File: src/rtl/skp_pkg.sv
package skp_pkg;

    localparam int          KEY_BITS   = 64;
    localparam logic [63:0] UNLOCK_KEY = 64'h5CA3_3AC5_5CA3_3AC5;

    typedef struct packed {
        logic ce_n;
        logic oe_n;
        logic we_n;
        logic sel;
        logic dat;
        logic rst_n;
    } bus_smp_t;

    localparam bus_smp_t BUS_IDLE = '{ce_n: 1'b1, oe_n: 1'b1, we_n: 1'b1,
                                      sel: 1'b0, dat: 1'b0, rst_n: 1'b1};

    typedef enum logic [1:0] {
        EV_NONE  = 2'd0,
        EV_READ  = 2'd1,
        EV_WRITE = 2'd2
    } ev_kind_t;

    typedef struct packed {
        ev_kind_t kind;
        logic     dat;
    } bus_ev_t;

    // Write enable wins over output enable; unselected cycles vanish.
    function automatic ev_kind_t classify(bus_smp_t s);
        if (!s.sel)       return EV_NONE;
        else if (!s.we_n) return EV_WRITE;
        else if (!s.oe_n) return EV_READ;
        else              return EV_NONE;
    endfunction

endpackage

File: src/rtl/skp_bus_sync.sv
module skp_bus_sync
    import skp_pkg::*;
#(
    parameter int SYNC_STAGES = 2
) (
    input  logic    clk,
    input  logic    rst,
    input  logic    bus_ce_n,
    input  logic    bus_oe_n,
    input  logic    bus_we_n,
    input  logic    bus_sel,
    input  logic    bus_dq0_i,
    input  logic    xfer_rst_n,
    output logic    live_ce_n,
    output logic    live_oe_n,
    output logic    live_we_n,
    output logic    live_sel,
    output logic    live_rst_n,
    output bus_ev_t ev
);

    bus_smp_t raw;
    bus_smp_t stg [SYNC_STAGES];
    bus_smp_t last;
    bus_smp_t prev;

    assign raw = '{ce_n: bus_ce_n, oe_n: bus_oe_n, we_n: bus_we_n,
                   sel: bus_sel, dat: bus_dq0_i, rst_n: xfer_rst_n};

    always_ff @(posedge clk) begin
        if (rst) begin
            for (int i = 0; i < SYNC_STAGES; i++) stg[i] <= BUS_IDLE;
            prev <= BUS_IDLE;
        end else begin
            stg[0] <= raw;
            for (int i = 1; i < SYNC_STAGES; i++) stg[i] <= stg[i-1];
            prev <= stg[SYNC_STAGES-1];
        end
    end

    assign last       = stg[SYNC_STAGES-1];
    assign live_ce_n  = last.ce_n;
    assign live_oe_n  = last.oe_n;
    assign live_we_n  = last.we_n;
    assign live_sel   = last.sel;
    assign live_rst_n = last.rst_n;

    // A cycle is taken from the last sample seen with chip enable low.
    assign ev.kind = (!prev.ce_n && last.ce_n) ? classify(prev) : EV_NONE;
    assign ev.dat  = prev.dat;

    // one rising chip-enable edge yields a single event
    assert_one_event_per_pulse_R10: assert property (@(posedge clk) disable iff (rst)
        (ev.kind != EV_NONE) |=> (ev.kind == EV_NONE));

endmodule

File: src/rtl/skp_key_match.sv
module skp_key_match
    import skp_pkg::*;
#(
    parameter int PTR_W = $clog2(KEY_BITS)
) (
    input  logic    clk,
    input  logic    rst,
    input  logic    locked_i,
    input  bus_ev_t ev,
    output logic    done_o
);

    logic [PTR_W-1:0] ptr;
    logic             miss;
    logic             bit_ok;

    assign bit_ok = (ev.dat == UNLOCK_KEY[ptr]);
    assign done_o = locked_i && (ev.kind == EV_WRITE) && !miss && bit_ok
                    && (ptr == PTR_W'(KEY_BITS - 1));

    always_ff @(posedge clk) begin
        if (rst) begin
            ptr  <= '0;
            miss <= 1'b0;
        end else if (locked_i) begin
            case (ev.kind)
                EV_READ: begin
                    ptr  <= '0;
                    miss <= 1'b0;
                end
                EV_WRITE: begin
                    if (!miss) begin
                        if (!bit_ok)     miss <= 1'b1;
                        else if (done_o) ptr  <= '0;
                        else             ptr  <= ptr + PTR_W'(1);
                    end
                end
                default: ;
            endcase
        end
    end

    // after a mismatch only a read can move the key position
    assert_miss_freezes_R3: assert property (@(posedge clk) disable iff (rst)
        (miss && ev.kind != EV_READ) |=> $stable(ptr));

    // a read while locked restarts the search cleanly
    assert_read_restarts_R4: assert property (@(posedge clk) disable iff (rst)
        (locked_i && ev.kind == EV_READ) |=> (ptr == '0 && !miss));

endmodule

File: src/rtl/skp_xfer.sv
module skp_xfer
    import skp_pkg::*;
#(
    parameter int REG_COUNT = 8,
    parameter int REG_W     = 8,
    parameter int RSTEN_BIT = 28,
    localparam int TOTAL    = REG_COUNT * REG_W,
    localparam int CNT_W    = $clog2(TOTAL),
    localparam int IDX_W    = $clog2(REG_COUNT),
    localparam int BIT_W    = $clog2(REG_W)
) (
    input  logic             clk,
    input  logic             rst,
    input  bus_ev_t          ev,
    input  logic             start_i,
    input  logic             live_ce_n,
    input  logic             live_oe_n,
    input  logic             live_we_n,
    input  logic             live_sel,
    input  logic             live_rst_n,
    input  logic [TOTAL-1:0] tk_rd_data,
    output logic             unlocked_o,
    output logic             dq_out,
    output logic             dq_oe,
    output logic             wr_en,
    output logic [IDX_W-1:0] wr_idx,
    output logic [REG_W-1:0] wr_byte
);

    logic             unlocked;
    logic [CNT_W-1:0] cnt;
    logic [TOTAL-1:0] shadow;
    logic [REG_W-1:0] asm_q;
    logic [REG_W-1:0] nxt_byte;
    logic             dirty;
    logic             abort;
    logic             step;
    logic             is_wr;
    logic             grp_end;
    logic [BIT_W-1:0] bpos;
    logic [IDX_W-1:0] grp;
    logic [IDX_W-1:0] nidx;

    assign bpos    = cnt[BIT_W-1:0];
    assign grp     = cnt[CNT_W-1:BIT_W];
    assign nidx    = grp + IDX_W'(1);
    assign grp_end = (bpos == BIT_W'(REG_W - 1));
    assign is_wr   = (ev.kind == EV_WRITE);
    assign step    = unlocked && (ev.kind != EV_NONE);
    assign abort   = unlocked && !tk_rd_data[RSTEN_BIT] && !live_rst_n;

    always_comb begin
        nxt_byte = asm_q;
        if (is_wr) nxt_byte[bpos] = ev.dat;
    end

    always_ff @(posedge clk) begin
        if (rst) begin
            unlocked <= 1'b0;
            cnt      <= '0;
            shadow   <= '0;
            asm_q    <= '0;
            dirty    <= 1'b0;
            wr_en    <= 1'b0;
            wr_idx   <= '0;
            wr_byte  <= '0;
        end else begin
            wr_en <= 1'b0;
            if (abort) begin
                unlocked <= 1'b0;
                cnt      <= '0;
                dirty    <= 1'b0;
            end else if (!unlocked && start_i) begin
                unlocked <= 1'b1;
                cnt      <= '0;
                shadow   <= tk_rd_data;
                asm_q    <= tk_rd_data[REG_W-1:0];
                dirty    <= 1'b0;
            end else if (step) begin
                cnt <= cnt + CNT_W'(1);
                if (grp_end) begin
                    if (dirty || is_wr) begin
                        wr_en   <= 1'b1;
                        wr_idx  <= grp;
                        wr_byte <= nxt_byte;
                    end
                    dirty <= 1'b0;
                    asm_q <= shadow[nidx*REG_W +: REG_W];
                    if (cnt == CNT_W'(TOTAL - 1)) unlocked <= 1'b0;
                end else begin
                    asm_q <= nxt_byte;
                    dirty <= dirty | is_wr;
                end
            end
        end
    end

    assign unlocked_o = unlocked;
    assign dq_out     = shadow[cnt];
    assign dq_oe      = unlocked && !live_ce_n && !live_oe_n && live_we_n && live_sel;

    // a register write strobe only follows an unlocked cycle
    assert_commit_when_unlocked_R7: assert property (@(posedge clk) disable iff (rst)
        wr_en |-> $past(unlocked));

    // the last transfer cycle closes the port
    assert_stop_after_last_R8: assert property (@(posedge clk) disable iff (rst)
        (step && !abort && cnt == CNT_W'(TOTAL - 1)) |=> !unlocked);

    // an allowed abort locks the port with no register write
    assert_abort_no_commit_R9: assert property (@(posedge clk) disable iff (rst)
        abort |=> (!unlocked && !wr_en));

endmodule

File: src/rtl/keyed_serial_port.sv
module keyed_serial_port
    import skp_pkg::*;
#(
    parameter int SYNC_STAGES = 2,
    parameter int REG_COUNT   = 8,
    parameter int REG_W       = 8,
    parameter int RSTEN_BIT   = 28,
    localparam int TOTAL      = REG_COUNT * REG_W,
    localparam int IDX_W      = $clog2(REG_COUNT)
) (
    input  logic             clk,
    input  logic             rst,
    input  logic             bus_ce_n,
    input  logic             bus_oe_n,
    input  logic             bus_we_n,
    input  logic             bus_sel,
    input  logic             bus_dq0_i,
    input  logic             xfer_rst_n,
    input  logic [TOTAL-1:0] tk_rd_data,
    output logic             mem_inhibit,
    output logic             dq0_out,
    output logic             dq0_oe,
    output logic             tk_wr_en,
    output logic [IDX_W-1:0] tk_wr_idx,
    output logic [REG_W-1:0] tk_wr_byte
);

    bus_ev_t ev;
    logic    live_ce_n, live_oe_n, live_we_n, live_sel, live_rst_n;
    logic    key_done;
    logic    unlocked;

    skp_bus_sync #(.SYNC_STAGES(SYNC_STAGES)) u_sync (
        .clk        (clk),
        .rst        (rst),
        .bus_ce_n   (bus_ce_n),
        .bus_oe_n   (bus_oe_n),
        .bus_we_n   (bus_we_n),
        .bus_sel    (bus_sel),
        .bus_dq0_i  (bus_dq0_i),
        .xfer_rst_n (xfer_rst_n),
        .live_ce_n  (live_ce_n),
        .live_oe_n  (live_oe_n),
        .live_we_n  (live_we_n),
        .live_sel   (live_sel),
        .live_rst_n (live_rst_n),
        .ev         (ev)
    );

    skp_key_match u_key (
        .clk      (clk),
        .rst      (rst),
        .locked_i (!unlocked),
        .ev       (ev),
        .done_o   (key_done)
    );

    skp_xfer #(.REG_COUNT(REG_COUNT), .REG_W(REG_W), .RSTEN_BIT(RSTEN_BIT)) u_xfer (
        .clk        (clk),
        .rst        (rst),
        .ev         (ev),
        .start_i    (key_done),
        .live_ce_n  (live_ce_n),
        .live_oe_n  (live_oe_n),
        .live_we_n  (live_we_n),
        .live_sel   (live_sel),
        .live_rst_n (live_rst_n),
        .tk_rd_data (tk_rd_data),
        .unlocked_o (unlocked),
        .dq_out     (dq0_out),
        .dq_oe      (dq0_oe),
        .wr_en      (tk_wr_en),
        .wr_idx     (tk_wr_idx),
        .wr_byte    (tk_wr_byte)
    );

    assign mem_inhibit = unlocked;

    // the port only opens on a completed key
    assert_unlock_needs_key_R2: assert property (@(posedge clk) disable iff (rst)
        $rose(mem_inhibit) |-> $past(key_done));

endmodule

File: config.mk
export PLATFORM = sky130hd
export DESIGN_NAME = keyed_serial_port
export DESIGN_NICKNAME = d
export VERILOG_FILES = /design/src/rtl/skp_pkg.sv /design/src/rtl/skp_bus_sync.sv /design/src/rtl/skp_key_match.sv /design/src/rtl/skp_xfer.sv /design/src/rtl/keyed_serial_port.sv
export SDC_FILE = /design/constraint.sdc
export NUM_CORES = 1
export LEC_CHECK = 0
export BUFFER_PORTS_ARGS = -buffer_cell sky130_fd_sc_hd__buf_4
export CORE_AREA = 2 2 104 106
export DETAILED_ROUTE_END_ITERATION = 10
export DIE_AREA = 0 0 106 108
export PLACE_DENSITY = 0.79
export SLEW_MARGIN = 20
export SYNTH_ARGS = -nofsm -noshare
export SYNTH_HDL_FRONTEND = slang
export SYNTH_HIERARCHICAL = 1
export SYNTH_SLANG_ARGS = --single-unit
File: constraint.sdc
create_clock -name clk -period 4.15 [get_ports clk]
set_clock_uncertainty 0.2 [all_clocks]
set_input_delay 0.6225 -clock clk [delete_from_list [all_inputs] [get_ports clk]]
set_output_delay 0.6225 -clock clk [all_outputs]
set_load 0.005 [all_outputs]
---- After elaboration in Yosys (flattened, before gate mapping) ----
Memory sizes are Yosys's and may differ from the RTL's. A register that Yosys moved wholly into a read port is not among the register bits.
Index checks and enable logic that the tools add are counted.
word-level totals
  register bits ........................... 104
  bits in writable memories ............... 12
  bits in read-only memories .............. 64
  output and inout bits ................... 15
  logic and storage cells ................. 111
  memories ................................ 2
memories
  name             words  bits a word  read ports  clocked after memory_dff  write ports  line                 source
  (no name shown)  64     1            1           1                         0            skp_key_match.sv:17  assign bit_ok = (ev.dat == UNLOCK_KEY[ptr]);
  u_sync.stg       2      6            2           0                         2            skp_bus_sync.sv:23   bus_smp_t stg [SYNC_STAGES];
operators by class
  $add $sub $neg .......................... 3
  magnitude comparators ................... 4
  eq/ne operators ......................... 8
  shift-type cells ........................ 1
  muxes and demuxes ....................... 34
  bitwise logic cells ..................... 8
  reductions and logical operators ........ 36
operator list
  cell                                                                          number
  64-bit by 7-bit indexed part select with 8-bit output                         1
  6-bit two-way mux                                                             7
  8-bit two-way mux                                                             4
  1-bit two-way mux                                                             15
  1-bit logical AND                                                             14
  6-bit by 7-bit less-than comparator with 1-bit output, second input constant  2
  6-bit by 1-bit adder with 6-bit output, second input constant                 2
  6-bit == test, second input constant                                          2
  6-bit one-hot mux with 2 select lines                                         1
  2-bit nonzero test                                                            5
  8-bit bitwise mux                                                             1
  1-bit logical NOT                                                             7
  1-bit binary-select mux with 6-bit select                                     1
  2-bit two-way mux                                                             3
  2-bit AND reduction                                                           3
  1-bit NOT                                                                     5
  5-bit AND reduction                                                           1
  5-bit OR reduction                                                            1
  3-bit by 4-bit less-than comparator with 1-bit output, second input constant  1
  2-bit != test, second input constant                                          2
  4-bit AND reduction                                                           1
  3-bit by 1-bit adder with 3-bit output, second input constant                 1
  1-bit demux with 3-bit select                                                 1
  3-bit == test, second input constant                                          1
  other kinds (10)                                                              12

---- Logic depth before layout (Yosys ltp) ----
  depth in word-level cells ............... 15
  mapped depth ............................ 13
  gate-level depth less buffers ........... 12

---- By module ----
Netlist, hierarchy kept.
by module, submodules not included
  module             times used  cells each  area each (sq um)  sequential area each (sq um)
  skp_xfer           1           541         4679.5             1841.8
  skp_key_match      1           68          598.1              160.2
  skp_bus_sync       1           39          499.2              340.3
  keyed_serial_port  1           1           3.8                0.0

---- Worst setup path after synthesis ----
OpenSTA, ideal clock, no wires.
  path kind ............................... reg-to-reg
  from .................................... register u_sync/prev[5] (netlist name)
  to ...................................... register with a tool-made name
  library setup time ...................... 0.079 ns
  data arrival time ....................... 3.056 ns
  data required time ...................... 3.871 ns
  path slack .............................. 0.816 ns
  stages on the path, launching flop included .. 11
  path through ............................ dfxtp_1 > nand3b_1 > nor3b_1 > inv_1 > ha_1 > nand3b_1 > o31ai_1 > mux2_2 > or4_1 > mux4_2 > o221ai_2

---- Final worst setup path ----
  from .................................... register u_xfer.cnt[2]
  to ...................................... output dq0_out
between the ends
  longest elaborated chain between the ends .. 2
ends and longest elaborated chain
  what                                       line                     source
  start: declaration                         skp_xfer.sv:31           logic [CNT_W-1:0] cnt;
  start signal: assignment                   skp_xfer.sv:80           cnt <= cnt + CNT_W'(1);
  1-bit binary-select mux with 6-bit select  skp_xfer.sv:99           assign dq_out = shadow[cnt];
  1-bit two-way mux (not written as such)    skp_xfer.sv:99
  end: declaration                           keyed_serial_port.sv:21  output logic dq0_out,
No other way between the ends. The select of a mux whose other input is x is not followed.

==> flow_summary.json <==
{
  "wl_met1_um": 6330,
  "start_util_pct": 56.5,
  "crit_required_ns": 3.33,
  "synth_compound_area_share_pct": 16.3,
  "die_w_um": 106,
  "power_frac_clock_pct": 56.4,
  "die_h_um": 108,
  "postCtsResizedCells": 0,
  "switching_share_pct": 19.8,
  "synth_cell_type_count": 70,
  "p_switching_w": 0.000551,
  "numPortBuffers": 86,
  "post-cts-setup-buffer-count": 0,
  "cap_violations": 0,
  "grt-ovfl-total": 0,
  "tritoncts": "yes",
  "antenna_left": 0,
  "ys_warn_count": 6,
  "postSynth.asyncResetShare_pct": 0,
  "grt_pass1_wl_um": 24200,
  "drt_drc_violations_left": 0,
  "multi_input_area_um2": 3200,
  "worstMarginPinSlew_ns": 1.06,
  "synth_cells": 649,
  "synth_simple_gate_area_share_pct": 21.0,
  "dp_cells": 834,
  "cp-end-kind": "output pin",
  "synth-edff-count": 0,
  "root_buffer": "clkbuf_8",
  "setup_ws_ns": 0.407,
  "io_pins": 87,
  "clk_pin_slew_ns": 0.06,
  "gp_congestion": 0.973,
  "cts_buffer_depth": 2,
  "finalCritPeriodShare_pct": 90.2,
  "cts_buffers": 17,
  "num_vias": 5145,
  "core_area_um2": 10200,
  "min_path_type": "primary input to flip-flop",
  "final-hold-violation-count": 0,
  "seq_power_share_pct": 40.8,
  "ir_drop_mv": 0.300,
  "clk_latency_ns": 0.53,
  "area_growth_pct": 23.1,
  "hold_buffers": 0,
  "synth_xor_xnor_area_share_pct": 1.67,
  "setup_violations": 0,
  "regArea_um2": 2340,
  "status": "completed",
  "first_global_vias": 4883,
  "clock-sinks": 117,
  "max_freq_mhz": 267,
  "routed-wl-met3_um": 1030,
  "drive_above_1_share_pct": 24.4,
  "dp_slack_ns": 0.751,
  "cp.arrival_ns": 2.92,
  "drv_slew": 0,
  "htreeDepth": 4,
  "grt_max_degree": 114,
  "rows": 37,
  "slew_headroom_pct": 29.1,
  "fillers": 810,
  "dr_wl_met2_um": 7170,
  "p_comb_share_pct": 2.8,
  "rsz0062_at_grt": "no",
  "fin_nets": 795,
  "drt_wl_total_um": 15000,
  "powerDensity_nw_per_um2": 391,
  "internal_power_w": 0.00223,
  "leakagePower_nw": 2.62,
  "post_drt_wl_per_cell_um": 17.3,
  "synth_mux_area_share_pct": 14.9,
  "first_pass_iters": 5,
  "syn_area_per_cell_um2": 8.91,
  "critPathKind": "flip-flop to output pin",
  "cp_max_fo": 19,
  "final_common_cell": "nand2_1",
  "top_layer_used": "met4",
  "dpl-instance-area_um2": 6480,
  "syn_area_um2": 5780,
  "via_per_inst": 5.94,
  "fin_setup_tns_ns": 0,
  "dieArea_um2": 11400,
  "ys.flop_type": "dfxtp_1",
  "startpoint_type": "flip-flop",
  "grtUsageTotal_pct": 27.4,
  "synth_seq_cells": 117,
  "final_cell_area_um2": 7120,
  "place_hpwl_um": 10400,
  "hold_ws_ns": 0.0719,
  "grt_antenna_before_repair": 0,
  "syn_nets": 727,
  "diodes": 0,
  "period_needed_ns": 3.74,
  "synth_top_family_by_area": "simple AND/OR/NAND/NOR gates",
  "synth_adder_area_share_pct": 1.30,
  "drtIter0Drc": 384,
  "ys_seq_area_share_pct": 40.5,
  "final_cells": 866,
  "layout_common_cells": "142 x nand2_1, 117 x dfxtp_1, 96 x buf_4"
}
## through the flow
stage / util [%] / power (W)
after floorplan: - / 0.00118
after global placement: 63.3 / 0.00124
after detailed placement: 63.3 / 0.00124
after CTS: 69.5 / 0.00279
after global routing: 69.5 / 0.00284
final: 69.5 / 0.00278
## path summary, 6_finish.rpt
kind	startpoint	end	slack (ns)	cells after the start
worst max-delay path	u_xfer/cnt[2]$_SDFFE_PP0P_	dq0_out	0.41	5
worst min-delay path	bus_we_n	u_sync/stg[0][3]$_SDFF_PP1_	0.07	2
worst max register to register	u_sync/stg[0][11]$_SDFF_PP1_	flip-flop	0.73	9
worst min register to register	u_sync/stg[0][0]$_SDFF_PP1_	u_sync/stg[0][6]$_SDFF_PP1_	0.20	1
## power by group through the flow
stage / combinational [W] / sequential [W] / clock, W
global placement: 0.0000782 / 0.00116 / 0
finish: 0.0000791 / 0.00113 / 0.00157
CTS: 0.0000797 / 0.00113 / 0.00158
detailed placement: 0.0000790 / 0.00116 / 0
global route: 0.0000863 / 0.00113 / 0.00162
floorplan: 0.0000238 / 0.00116 / 0
## registers in the layout, summed over array words and instances, names as in the netlist, named ones only
| signal | flops |
|---|---|
| u_key/miss | 1 |
| u_key/ptr | 6 |
| u_sync/ev | 1 |
| u_sync/prev | 4 |
| u_sync/stg | 12 |
| u_xfer/asm_q | 8 |
| u_xfer/cnt | 6 |
| u_xfer/dirty | 1 |
| u_xfer/shadow | 64 |
| u_xfer/unlocked_o | 1 |
| u_xfer/wr_byte | 8 |
| u_xfer/wr_en | 1 |
| u_xfer/wr_idx | 3 |
## critical path: stages (launching register included)
cell	delay, ns
dfxtp_1	0.82
mux4_2	0.41
mux4_2	0.48
nor2b_1	0.15
o32a_1	0.39
buf_4	0.15
## cell families (layout without fill, tap and decap cells)
| kind of cell | Yosys count | in the layout |
|---|---|---|
| AND/OR/NAND/NOR | 262 | 262 |
| AO/OA/AOI/OAI | 146 | 146 |
| flip-flops | 117 | 117 |
| buffers and inverters | 58 | 139 |
| multiplexers | 52 | 52 |
| XOR/XNOR | 8 | 8 |
| adder cells (fa/ha/maj) | 6 | 6 |
## per-layer routing
metal  vias up  track usage (%)
met4         0             11.7
met3        42             5.67
met1      2428             35.2
met2       232             45.1
li1       2443                -
met5         -                0
## Yosys cell counts (4+ instances only)
| master | count | share of area (%) |
|---|---|---|
| buf_2 | 9 | 0.78 |
| a211oi_1 | 17 | 2.2 |
| nand3b_1 | 4 | 0.52 |
| ha_1 | 6 | 1.3 |
| nand3_1 | 8 | 0.69 |
| nand2_1 | 142 | 9.2 |
| nor3_1 | 9 | 0.78 |
| inv_1 | 11 | 0.71 |
| mux2_2 | 9 | 1.8 |
| mux2i_1 | 18 | 3.1 |
| clkbuf_1 | 33 | 2.1 |
| o21ai_0 | 6 | 0.52 |
| a211o_1 | 5 | 0.76 |
| mux4_1 | 5 | 2.3 |
| nor3b_1 | 4 | 0.52 |
| nand2b_1 | 4 | 0.43 |
| and2b_2 | 6 | 0.91 |
| mux4_2 | 20 | 7.8 |
| or2_1 | 10 | 1.1 |
| nor2b_1 | 11 | 1.2 |
| dfxtp_1 | 117 | 41 |
| nor2_1 | 41 | 2.7 |
| a21oi_1 | 81 | 7.0 |
## cell type report
class | count | share of cell area, %
Multi-Input combinational cell | 474 | 45.0
Clock buffer | 19 | 6.07
Timing Repair Buffer | 96 | 10.1
Inverter | 11 | 0.580
Tap cell | 136 | 2.39
Sequential cell | 117 | 32.9
Clock inverter | 13 | 2.88
Note: power is estimated with default switching activity, not from simulation.
